`config.mk`:
```
export PLATFORM = sky130hd
export DESIGN_NAME = lane_gearbox
export DESIGN_NICKNAME = d
export VERILOG_FILES = /design/src/rtl/lgb_pkg.sv /design/src/rtl/lgb_rst_sync.sv /design/src/rtl/lgb_tx_split.sv /design/src/rtl/lgb_rx_gather.sv /design/src/rtl/lane_gearbox.sv
export SDC_FILE = /design/constraint.sdc
export NUM_CORES = 1
export LEC_CHECK = 0
export BUFFER_PORTS_ARGS = -buffer_cell sky130_fd_sc_hd__buf_2
export CELL_PAD_IN_SITES_DETAIL_PLACEMENT = 1
export CELL_PAD_IN_SITES_GLOBAL_PLACEMENT = 1
export CORE_MARGIN = 3
export CORE_UTILIZATION = 44
export DETAILED_ROUTE_END_ITERATION = 10
export GPL_ROUTABILITY_DRIVEN = 0
export GPL_TIMING_DRIVEN = 0
export PLACE_DENSITY = 0.84
export SLEW_MARGIN = 20
export SYNTH_ARGS = -nofsm -noshare
export SYNTH_HDL_FRONTEND = slang
export SYNTH_HIERARCHICAL = 1
export SYNTH_SLANG_ARGS = --single-unit
export TNS_END_PERCENT = 10
```
`constraint.sdc`:
```
create_clock -name clk_fast -period 2.8 [get_ports clk_fast]
set_clock_uncertainty 0.1 [all_clocks]
set_input_delay 0.56 -clock clk_fast [delete_from_list [all_inputs] [get_ports clk_fast]]
set_output_delay 0.56 -clock clk_fast [all_outputs]
set_load 0.05 [all_outputs]
```
`src/rtl/lgb_pkg.sv`:
```
package lgb_pkg;

  // Lane widths the serializer side accepts.
  function automatic bit lane_width_ok(input int w);
    return (w == 8) || (w == 10) || (w == 16) || (w == 20) || (w == 32) || (w == 40);
  endfunction

  function automatic int fab_width(input int lane_w, input bit bypass);
    return bypass ? lane_w : 2 * lane_w;
  endfunction

endpackage

```
`src/rtl/lgb_rst_sync.sv`:
```
module lgb_rst_sync #(
  parameter int STAGES = 2
) (
  input  logic clk,
  input  logic rst_n,
  output logic rst_q_n
);

  logic [STAGES-1:0] sync_q;

  always_ff @(posedge clk or negedge rst_n) begin
    if (!rst_n) sync_q <= '0;
    else        sync_q <= {sync_q[STAGES-2:0], 1'b1};
  end

  assign rst_q_n = sync_q[STAGES-1];

endmodule

```
`src/rtl/lgb_tx_split.sv`:
```
module lgb_tx_split #(
  parameter int LANE_W = 10,
  parameter bit BYPASS = 1'b0,
  localparam int FAB_W = lgb_pkg::fab_width(LANE_W, BYPASS)
) (
  input  logic              clk,
  input  logic              rst_n,
  input  logic              phase_first,
  input  logic [FAB_W-1:0]  fab_data,
  output logic [LANE_W-1:0] lane_data
);

  logic [LANE_W-1:0] lane_d, lane_q;

  generate
    if (BYPASS) begin : g_pass
      always_comb lane_d = fab_data;

      a_r9_tx_pass: assert property (@(posedge clk) disable iff (!rst_n)
        1'b1 |=> lane_data == $past(fab_data));
    end else begin : g_split
      logic              hi_en;
      logic [LANE_W-1:0] hi_d, hi_q;

      // next-state: low half goes out at once, high half is parked
      always_comb begin
        hi_en  = phase_first;
        hi_d   = fab_data[FAB_W-1:LANE_W];
        lane_d = phase_first ? fab_data[LANE_W-1:0] : hi_q;
      end

      always_ff @(posedge clk or negedge rst_n) begin
        if (!rst_n)     hi_q <= '0;
        else if (hi_en) hi_q <= hi_d;
      end

      a_r3_low_first: assert property (@(posedge clk) disable iff (!rst_n)
        phase_first |=> lane_data == $past(fab_data[LANE_W-1:0]));
      a_r4_high_second: assert property (@(posedge clk) disable iff (!rst_n)
        phase_first ##1 !phase_first |=> lane_data == $past(fab_data[FAB_W-1:LANE_W], 2));
    end
  endgenerate

  always_ff @(posedge clk or negedge rst_n) begin
    if (!rst_n) lane_q <= '0;
    else        lane_q <= lane_d;
  end

  assign lane_data = lane_q;

endmodule

```
`src/rtl/lgb_rx_gather.sv`:
```
module lgb_rx_gather #(
  parameter int LANE_W = 10,
  parameter bit BYPASS = 1'b0,
  localparam int FAB_W = lgb_pkg::fab_width(LANE_W, BYPASS)
) (
  input  logic              clk,
  input  logic              rst_n,
  input  logic              phase_first,
  input  logic              flush,
  input  logic [LANE_W-1:0] lane_data,
  output logic [FAB_W-1:0]  fab_data,
  output logic              fab_valid
);

  logic             out_en;
  logic [FAB_W-1:0] out_d, out_q;
  logic             vld_d, vld_q;

  generate
    if (BYPASS) begin : g_pass
      always_comb begin
        out_en = 1'b1;
        out_d  = flush ? '0 : lane_data;
        vld_d  = !flush;
      end

      a_r9_rx_pass: assert property (@(posedge clk) disable iff (!rst_n)
        !flush |=> fab_data == $past(lane_data) && fab_valid);
    end else begin : g_gather
      logic              lo_en, lo_ok_d, lo_ok_q;
      logic [LANE_W-1:0] lo_d, lo_q;

      // next-state: first half parks, second half completes the word
      always_comb begin
        lo_en   = flush | phase_first;
        lo_d    = flush ? '0 : lane_data;
        lo_ok_d = !flush && phase_first;
        out_en  = flush | (!phase_first && lo_ok_q);
        out_d   = flush ? '0 : {lane_data, lo_q};
        vld_d   = !flush;
      end

      always_ff @(posedge clk or negedge rst_n) begin
        if (!rst_n) begin
          lo_q    <= '0;
          lo_ok_q <= 1'b0;
        end else begin
          if (lo_en) lo_q <= lo_d;
          lo_ok_q <= lo_ok_d;
        end
      end

      a_r5_pair_order: assert property (@(posedge clk) disable iff (!rst_n)
        (phase_first && !flush) ##1 (!phase_first && !flush) |=>
          fab_data == {$past(lane_data), $past(lane_data, 2)} && fab_valid);
      a_r6_hold_first: assert property (@(posedge clk) disable iff (!rst_n)
        (phase_first && !flush) |=> $stable(fab_data) && $stable(fab_valid));
      a_r7_valid_after_pair: assert property (@(posedge clk) disable iff (!rst_n)
        $rose(fab_valid) |-> !$past(phase_first) && $past(phase_first, 2));
    end
  endgenerate

  always_ff @(posedge clk or negedge rst_n) begin
    if (!rst_n) begin
      out_q <= '0;
      vld_q <= 1'b0;
    end else if (out_en) begin
      out_q <= out_d;
      vld_q <= vld_d;
    end
  end

  assign fab_data  = out_q;
  assign fab_valid = vld_q;

  a_r8_flush_clears: assert property (@(posedge clk) disable iff (!rst_n)
    flush |=> fab_data == '0 && !fab_valid);

endmodule

```
`src/rtl/lane_gearbox.sv`:
```
module lane_gearbox #(
  parameter int LANE_W = 10,
  parameter bit BYPASS = 1'b0,
  localparam int FAB_W = lgb_pkg::fab_width(LANE_W, BYPASS)
) (
  input  logic              clk_fast,
  input  logic              rst_n,
  input  logic              phase_first,
  input  logic [FAB_W-1:0]  tx_fab_data,
  output logic [LANE_W-1:0] tx_lane_data,
  input  logic [LANE_W-1:0] rx_lane_data,
  input  logic              rx_flush,
  output logic [FAB_W-1:0]  rx_fab_data,
  output logic              rx_fab_valid
);

  logic rst_q_n;

  initial begin
    a_r1_lane_width: assert (lgb_pkg::lane_width_ok(LANE_W))
      else $error("lane width %0d not supported", LANE_W);
  end

  lgb_rst_sync #(.STAGES(2)) u_rst_sync (
    .clk     (clk_fast),
    .rst_n   (rst_n),
    .rst_q_n (rst_q_n)
  );

  lgb_tx_split #(.LANE_W(LANE_W), .BYPASS(BYPASS)) u_tx (
    .clk         (clk_fast),
    .rst_n       (rst_q_n),
    .phase_first (phase_first),
    .fab_data    (tx_fab_data),
    .lane_data   (tx_lane_data)
  );

  lgb_rx_gather #(.LANE_W(LANE_W), .BYPASS(BYPASS)) u_rx (
    .clk         (clk_fast),
    .rst_n       (rst_q_n),
    .phase_first (phase_first),
    .flush       (rx_flush),
    .lane_data   (rx_lane_data),
    .fab_data    (rx_fab_data),
    .fab_valid   (rx_fab_valid)
  );

  a_r2_reset_quiet: assert property (@(posedge clk_fast)
    !rst_n |=> tx_lane_data == '0 && rx_fab_data == '0 && !rx_fab_valid);

  a_r10_tx_ignores_flush: assert property (@(posedge clk_fast) disable iff (!rst_q_n)
    rx_flush && phase_first |=> tx_lane_data == $past(tx_fab_data[LANE_W-1:0]));

endmodule

```
* Word level (Yosys, flattened, before mapping) *
Cells that the tools add are included.

operators by class
  $add $sub $neg = 0
  multiply operators = 0
  div/mod/pow operators = 0
  order comparisons = 0
  equal/unequal tests = 0
  shift operators = 0
  multiplexer cells = 3
  bitwise operators = 2
  reductions and logical operators = 4

operators by type and width
  operator           count
  $mux 10            2
  $mux 20            1
  $logic_and 1x1->1  2
  $logic_not 1->1    2
  $or 1x1->1         2

word-level totals
  flip-flop bits (word level) = 54
  bits in latches = 0
  memory bits (writable) = 0
  bits in read-only memories = 0
  input bits = 34
  output and inout bits = 31
  logic and storage cells = 16
  memories kept = 0

* Depth between registers and ports, before layout *
Gate-level depths: netlist (run 1).

  word-level depth = 3
  depth in mapped cells = 4
  mapped depth without buffers = 2

* By module *
The synthesis (run 1) kept the hierarchy.

modules (own cells, without submodules)
  module         times used  cells each  area each (um2)
  lgb_rx_gather  1           127         1485.2
  lgb_tx_split   1           42          823.3
  lgb_rst_sync   1           3           53.8

* Least setup slack after synthesis (run 1) *
Ideal clock, no wire load.

  kind = flip-flop to output port
  from = register u_rx.out_q[0], in the netlist u_rx/fab_data[0]
  to = output rx_fab_data[0]
  data arrival time = 601 ps
  data required time = 2140 ps
  path slack = 1539 ps
  cell stages (with the launch flop) = 1
  buffers on the path = 0
  cell sequence = dfrtp_1

RTL lines
  what                    line                 RTL
  from (decl)             lgb_rx_gather.sv:16  logic [FAB_W-1:0] out_d, out_q;
  from (signal assigned)  lgb_rx_gather.sv:68  out_q <= out_d;
  to (decl)               lane_gearbox.sv:13   output logic [FAB_W-1:0] rx_fab_data,

No word-level cell between the ends.

* Worst setup path after layout (run 1) *
  from = register u_rx.out_q[7], in the netlist u_rx/fab_data[7]
  to = output rx_fab_data[7]

No word-level cell between the ends.

==> impl_metrics.yaml, run 1 <==
synthesis:
  ys_top_cells_by_count: "54 x dfrtp_1, 20 x mux2_4, 20 x nand2b_1, 20 x nand4bb_1, 20 x o21ai_1"
  syn_avg_cell_area_um2: 13.7
  ys_seq_area_share_pct: 57.2
  yosys.area.top_type: "dfrtp_1"
  synth_cell_types: 14
  yosysWarningCount: 6
  synth_most_common_cell: "dfrtp_1"
  ys.flop_type: "dfrtp_1"
  synthCells: 172
  synth_fp_nets: 206
  ys_ff_latch: 54
  netlist.area_leader.share_pct: 57.2
  synthTopCellsByArea: "dfrtp_1 57%, mux2_4 13%, nand4bb_1 9.5%"
  netlist_area_um2: 2360
  synth-edff-count: 0
  async_reset_ff_share_pct: 100
die:
  die_x_um: 79.3
  die_area_um2: 6280
  core_area_um2: 5140
  ios: 65
  die-height_um: 79.3
  placementRows: 26
  start_util_pct: 46.0
final_layout:
  multi_input_area_um2: 915
  finalInstanceArea_um2: 2890
  layout.nets: 278
  fin_util_pct: 56.2
  drive_gt1_share_pct: 40.4
  regArea_um2: 1360
  antenna_cells: 0
  num-fill-cells: 563
  syn2layout_area_growth_pct: 22.4
worst_setup_path:
  arrival_ps: 940
  critPathMaxFanout: 2
  worst_path_max_delay_cell: "dfrtp_1"
  r2r_slack_ps: 1560
  timing.rr.end: "u_rx/fab_data[14]$_DFFE_PN0P_"
  critPathMaxStageDelay_ps: 370
  end_kind: "primary output"
  start_kind: "flip-flop"
  rr_startpoint: "u_rx/g_gather.lo_ok_q$_DFF_PN0_"
  crit_type: "reg -> out"
  path_delay_family: "flip-flops"
  critPathRequiredTime_ps: 2140
  reg2regPathDepth: 3
  crit_buf_inv: 1
  cp_cell_sequence: "buf_2"
route:
  drtAntennaViolNets: 0
  dr.first_iter.drc_count: 97
  via_count: 1615
  wl_um: 5300
  drc: 0
  drt_first_pass_iters: 4
  via_per_inst: 5.13
  wire_per_inst_um: 16.8
sta:
  relSlewSlack_pct: 56.1
  period_share_pct: 57.1
  min_period_ps: 1600
  timing.fmax_mhz: 625
  slew_violations: 0
  worstMarginPinSlew_ps: 659
  setup_violations: 0
  hold_viol: 0
  rsz0062_at_grt: "false"
  fin_tns_setup_ps: 0
place:
  dpl.hpwl_um: 3920
  place_area_um2: 2770
  port_buffers: 64
grt:
  grt_pass1_wl_um: 9050
  grt_pass1_vias: 1793
  track_usage_pct: 18.6
  overflow: 0
  antenna_found_initial: 0
  grt_max_degree: 53
worst_hold_path:
  hold_start: "u_rst_sync/sync_q[0]$_DFF_PN0_"
  min_to: "u_rst_sync/sync_q[1]$_DFF_PN0_"
  worstHoldPathType: "reg -> reg"
  hold_depth: 0
cts:
  cts_tree: "done"
  cts_sinks: 54
  clockBufferDepth: 2
  cts_buffers: 5
  cts.clk_slew.worst_paths_ps: 90
  clockRootBuffer: "clkbuf_8"
  clock_latency_ps: 300
  post_cts_resized: 0
  h-tree-depth: 2
pwr:
  power.density_nw_per_um2: 566
  total_power_mw: 1.63
  vdd_ir_drop_max_mv: 0.259
  power_leakage_nw: 1.45
flow_run:
  drv_cap: 0
run_status:
  outcome: "complete, no violations"
[worst reg2reg max path: cells and delay by family (launching register included)]
family | cells | cell delay [ps]
DFF | 1 | 380
buffers and inverters | 1 | 390
and+or+nand+nor | 1 | 190
AOI/OAI and AO/OA | 1 | 120
[flip-flops by register name (all words and copies together), names as in the netlist]
register	cells
u_tx/lane_data	10
u_rx/fab_valid	1
u_rx/g_gather.lo_q	10
u_rst_sync/sync_q	2
u_rx/fab_data	20
u_rx/g_gather.lo_ok_q	1
u_tx/g_split.hi_q	10
[how the worst max path moves through the flow]
| stage | start | end | slack [ps] | cells after the start |
|---|---|---|---|---|
| 6_report | u_rx/fab_data[7]$_DFFE_PN0P_ | rx_fab_data[7] | 1200 | 1 |
| 5_1_grt | u_rx/fab_data[16]$_DFFE_PN0P_ | rx_fab_data[16] | 1140 | 1 |
| 2_1_floorplan | u_rst_sync/sync_q[1]$_DFF_PN0_ | u_rx/fab_data[0]$_DFFE_PN0P_ | 1090 | 0 |
| 3_5_place_dp | phase_first | u_rx/g_gather.lo_q[8]$_DFFE_PN0P_ | 1200 | 5 |
| 4_1_cts | u_rx/fab_data[7]$_DFFE_PN0P_ | rx_fab_data[7] | 1180 | 1 |
| 3_3_place_gp | u_rst_sync/sync_q[1]$_DFF_PN0_ | u_rx/fab_data[14]$_DFFE_PN0P_ | 490 | 0 |
[power by group]
group	internal (mW)	total, mW	switching [mW]
clock network	0.268	0.505	0.238
registers	0.826	0.864	0.0374
logic	0.112	0.266	0.154
[cell usage in the layout (no fill, tap or decap)]
master / count
o21ai_1: 20
buf_6: 3
nor2_1: 10
mux2_4: 20
bufinv_16: 1
mux2i_1: 10
buf_2: 68
nand2b_1: 20
conb_1: 1
clkbuf_1: 8
o21ba_1: 1
dfrtp_4: 1
clkbuf_8: 5
nand4bb_1: 20
nor2b_1: 2
buf_12: 1
dfrtp_1: 53
dlygate4sd3_1: 1
[routing by layer]
metal  global-route usage [%]  wire length (um)
met5                        0                 0
met4                     3.61                36
met3                     4.76               293
met2                     33.3              2750
met1                     22.7              2230
[timing repair]
action	in CTS	in global routing
buffers inserted	0	0
hold buffers	1	0
endpoints found under the hold margin	2	0
[metrics by stage]
| step | hold slack, ps | worst slack, ps | instances |
|---|---|---|---|
| detailed placement | 237 | 1200 | 306 |
| floorplan | 164 | 1090 | 172 |
| finish | 256 | 1200 | 315 |
| CTS | 259 | 1180 | 315 |
| global placement | 236 | 489 | 306 |
| global route | 279 | 1140 | 315 |
[cells by family (layout without fill, tap and decap cells)]
logic type             Yosys count  after routing  share of synthesized area, %
other                            1              1                         0.159
flip-flops                      54             54                          57.2
multiplexers                    30             30                          16.9
AO/OA/AOI/OAI                   21             21                          4.66
AND/OR/NAND/NOR                 52             52                          16.9
buffers and inverters           14             87                          4.08
[area by class of cell]
type | count | area share [%]
clock buffers | 7 | 2.64
flip-flops and latches | 54 | 46.9
plain buffers | 14 | 3.33
well taps | 70 | 3.03
multi-input cells | 104 | 31.6
clock inverters | 1 | 1.04
repair buffers | 65 | 11.4
No activity file was read; power rests on OpenSTA's default activity.
==> run 2, diff against run 1 <==
- CORE_UTILIZATION: 44 -> 37
- PLACE_DENSITY: 0.84 -> 0.76
- clock period: 2.8 -> 1.4 ns (I/O delays scaled with it)
==> impl_metrics.yaml, run 2 (same netlist as run 1, synthesis figures left out) <==
run_status:
  outcome: "complete, no violations"
cts:
  clockBufferDepth: 2
  cts_setup_buffers: 0
  cts_tree: "done"
  cts.clk_slew.worst_paths_ps: 100
  cts_sinks: 54
  postCtsHoldBufs: 1
  h-tree-depth: 2
  cts_buffers: 5
  clockRootBuffer: "clkbuf_8"
  post_cts_resized: 0
  clock_latency_ps: 300
worst_setup_path:
  end_kind: "primary output"
  crit_buf_inv: 1
  worst_path_max_delay_cell: "dfrtp_1"
  path_delay_family: "flip-flops"
  critPathMaxFanout: 2
  crit_type: "reg -> out"
  arrival_ps: 940
  cp_cell_sequence: "buf_2"
  critPathRequiredTime_ps: 1020
  start_kind: "flip-flop"
  critPathMaxStageDelay_ps: 360
route:
  dr.first_iter.drc_count: 60
  drc: 0
  via_count: 1553
  drt_first_pass_iters: 4
  highest_layer: "met4"
  wire_per_inst_um: 16.3
  wl_um: 5230
  via_per_inst: 4.85
  wl_met1_um: 2300
  drtAntennaViolNets: 0
  dr_wl_met2_um: 2500
  wl_met3_um: 409
sta:
  relSlewSlack_pct: 55.5
  hold_viol: 0
  slew_violations: 0
  finalWorstSetupSlack_ps: 79.1
  rsz0062_at_grt: "false"
  period_share_pct: 94.4
  setup_violations: 0
  min_period_ps: 1320
  fin_tns_setup_ps: 0
  worstMarginPinSlew_ps: 668
  timing.fmax_mhz: 757
pwr:
  power_leakage_nw: 1.45
  power.density_nw_per_um2: 1130
  vdd_ir_drop_max_mv: 0.527
die:
  die-height_um: 85.9
  core_area_um2: 6060
  start_util_pct: 39.0
  die_x_um: 85.9
  die_area_um2: 7380
  placementRows: 28
  ios: 65
flow_run:
  drv_cap: 0
grt:
  overflow: 0
  antenna_found_initial: 0
  grt_max_degree: 53
  track_usage_pct: 14.8
  grt_pass1_vias: 1670
  grt_pass1_wl_um: 8400
place:
  dpl.hpwl_um: 3860
  preCtsSetupSlack_ps: 124
  port_buffers: 64
worst_hold_path:
  worstHoldPathType: "in -> reg"
final_layout:
  multi_input_area_um2: 915
  num-fill-cells: 658
  final_cell_mix: "68 x buf_2, 53 x dfrtp_1"
  layout.cells.most_common: "buf_2"
  regArea_um2: 1360
  antenna_cells: 0
  largest_reg_flops: 20
  syn2layout_area_growth_pct: 22.8
  layout.nets: 278
  drive_gt1_share_pct: 40.8
==> run 2: changes by cell type in the layout (fill, tap and decap cells not counted), sizes merged <==
| cell | previous run | this run |
|---|---|---|
| clkinvlp | 0 | 1 |
| clkbuf | 13 | 12 |
==> run 2: final timing paths <==
path / startpoint / endpoint / slack (ps) / cells past startpoint
setup / recovery: u_rx/fab_valid$_DFFE_PN0P_ / rx_fab_valid / 80 / 1
hold reg to reg: u_rst_sync/sync_q[0]$_DFF_PN0_ / u_rst_sync/sync_q[1]$_DFF_PN0_ / 260 / 0
max in group asynchronous: u_rst_sync/sync_q[1]$_DFF_PN0_ / u_rx/g_gather.lo_q[2]$_DFFE_PN0P_ / 490 / 0
hold / removal: tx_fab_data[8] / u_tx/lane_data[8]$_DFF_PN0_ / 100 / 2
min in group asynchronous: rst_n / u_rst_sync/sync_q[0]$_DFF_PN0_ / 190 / 2
setup reg to reg: u_rx/g_gather.lo_ok_q$_DFF_PN0_ / u_rx/fab_data[8]$_DFFE_PN0P_ / 170 / 3
==> run 2: final cells by class <==
cell class / instances / area share (%)
Buffer: 14 / 3.32
Clock buffer: 6 / 2.50
Clock inverter: 2 / 1.29
Multi-Input combinational cell: 104 / 31.5
Sequential cell: 54 / 46.7
Tap cell: 75 / 3.24
Timing Repair Buffer: 65 / 11.4
==> run 2: worst register-to-register path, stage by stage (launching register included) <==
cell	delay [ps]
dfrtp_1	380
clkbuf_1	390
nand4bb_1	180
o21ai_1	110
==> run 2: through the flow <==
step | power (mW) | hold slack, ps | cells | instance area (um^2) | utilization, %
after floorplan | 2.12 | -116 | 172 | 2360 | -
after global placement | 2.28 | -33.4 | 311 | 2780 | 45.8
after detailed placement | 2.30 | -33.2 | 311 | 2780 | 45.9
after CTS | 3.34 | 85.1 | 320 | 2900 | 47.9
after global routing | 3.44 | 86.1 | 320 | 2900 | 47.9
final | 3.29 | 99.3 | 320 | 2900 | 47.9
==> run 2: per-layer routing <==
metal	vias up	global-route usage, %
met5	-	0
met4	0	3.02
met3	4	5.76
met2	52	24.5
met1	754	18.3
li1	743	-
==> run 2: report_power, final <==
part	internal, mW	total [mW]	switching, mW
combinational	0.223	0.532	0.309
sequential	1.65	1.72	0.0721
clock	0.534	1.03	0.496
total	2.41	3.29	0.877
==> run 3, diff against run 2 <==
- CELL_PAD_IN_SITES_DETAIL_PLACEMENT: 1 -> not set
- CELL_PAD_IN_SITES_GLOBAL_PLACEMENT: 1 -> not set
- CORE_UTILIZATION: 37 -> 47
- PLACE_DENSITY: 0.76 -> 0.77
==> impl_metrics.yaml, run 3 (same netlist as run 1, synthesis figures left out) <==
run_status:
  outcome: "complete, no violations"
cts:
  clockRootBuffer: "clkbuf_8"
  cts_buffers: 5
  cts_setup_buffers: 0
  clock_latency_ps: 300
  clockBufferDepth: 2
  postCtsHoldBufs: 1
  h-tree-depth: 2
  cts_sinks: 54
  cts_tree: "done"
  cts.clk_slew.worst_paths_ps: 90
  post_cts_resized: 0
final_layout:
  drive_gt1_share_pct: 41.2
  layout.nets: 278
  fin_util_pct: 60.5
  finalInstanceArea_um2: 2890
  syn2layout_area_growth_pct: 22.5
  final_cell_mix: "68 x buf_2, 53 x dfrtp_1"
  layout.cells.most_common: "buf_2"
  largest_reg_flops: 20
  antenna_cells: 0
route:
  drc: 0
  via_per_inst: 4.94
  wl_um: 4650
  dr.first_iter.drc_count: 57
  via_count: 1542
  wire_per_inst_um: 14.9
  drtAntennaViolNets: 0
  drt_first_pass_iters: 4
pwr:
  switchingPower_mw: 0.852
  sw_frac_of_total_pct: 26.1
  p_int_mw: 2.41
  clockPowerShare_pct: 31.1
  vdd_ir_drop_max_mv: 0.688
  power.density_nw_per_um2: 1130
  total_power_mw: 3.26
  seq_power_share_pct: 52.8
  power_leakage_nw: 1.45
  power_frac_comb_pct: 16.2
worst_setup_path:
  crit_type: "reg -> out"
  crit_cells: 1
  critPathMaxStageDelay_ps: 370
  path_delay_family: "flip-flops"
  critPathRequiredTime_ps: 1020
  critPathMaxFanout: 2
  crit_buf_inv: 1
  worst_path_max_delay_cell: "dfrtp_1"
  cp_cell_sequence: "buf_2"
  start_kind: "flip-flop"
  reg2regPathDepth: 3
  arrival_ps: 940
  end_kind: "primary output"
grt:
  antenna_found_initial: 0
  grt_pass1_wl_um: 8100
  overflow: 0
  grt_max_degree: 53
  track_usage_pct: 17.4
  grt_pass1_vias: 1732
die:
  core_area_um2: 4790
  placementRows: 25
  ios: 65
  die-height_um: 76.9
  start_util_pct: 49.4
  die_area_um2: 5910
  die_x_um: 76.9
worst_hold_path:
  hold_depth: 2
  worstHoldPathType: "in -> reg"
sta:
  hold_viol: 0
  min_period_ps: 1320
  finalWorstSetupSlack_ps: 83.7
  rsz0062_at_grt: "false"
  setup_violations: 0
  period_share_pct: 94.0
  timing.fmax_mhz: 760
  relSlewSlack_pct: 57.3
  fin_tns_setup_ps: 0
  worstMarginPinSlew_ps: 641
  slew_violations: 0
place:
  dpl.hpwl_um: 3450
  place_area_um2: 2770
  preCtsSetupSlack_ps: 68.7
  port_buffers: 64
flow_run:
  drv_cap: 0
## run 3: layer usage
layer | GRT usage [%] | vias up | wire length [um]
met4 | 3.80 | 0 | 14
met2 | 28.7 | 60 | 2170
met5 | 0 | - | 0
met1 | 21.3 | 741 | 1990
met3 | 7.16 | 2 | 475
li1 | - | 739 | -
## run 3: through the flow
step	std cells	hold WS (ps)
after CTS	312	87.1
after global placement	303	-34.3
final	312	103
after floorplan	172	-116
after global routing	312	90.6
after detailed placement	303	-34.8
## run 3: area by class of cell
class / instances / area, um^2
Timing Repair Buffer: 65 / 330
Tap cell: 67 / 83.8
Fill cell: 417 / 1890
Clock inverter: 3 / 45.0
Clock buffer: 5 / 68.8
Multi-Input combinational cell: 104 / 915
Buffer: 14 / 96.3
Sequential cell: 54 / 1360
## run 3: power by group through the flow
stage	Combinational (mW)	Sequential (mW)	Clock (mW)
floorplan	0.224	1.90	0
global placement	0.519	1.75	0
detailed placement	0.530	1.75	0
CTS	0.532	1.72	1.06
global route	0.561	1.74	1.11
finish	0.527	1.72	1.01
## run 3: final timing paths
path	startpoint	to	slack (ps)
worst min-delay path	tx_fab_data[1]	u_tx/lane_data[1]$_DFF_PN0_	100
worst max-delay path	u_rx/fab_data[13]$_DFFE_PN0P_	rx_fab_data[13]	80
worst max register to register	u_rx/g_gather.lo_ok_q$_DFF_PN0_	u_rx/fab_data[8]$_DFFE_PN0P_	150
min in group asynchronous	rst_n	u_rst_sync/sync_q[1]$_DFF_PN0_	180
worst min register to register	u_rst_sync/sync_q[0]$_DFF_PN0_	u_rst_sync/sync_q[1]$_DFF_PN0_	260
max in group asynchronous	u_rst_sync/sync_q[1]$_DFF_PN0_	u_rx/g_gather.lo_q[3]$_DFFE_PN0P_	510
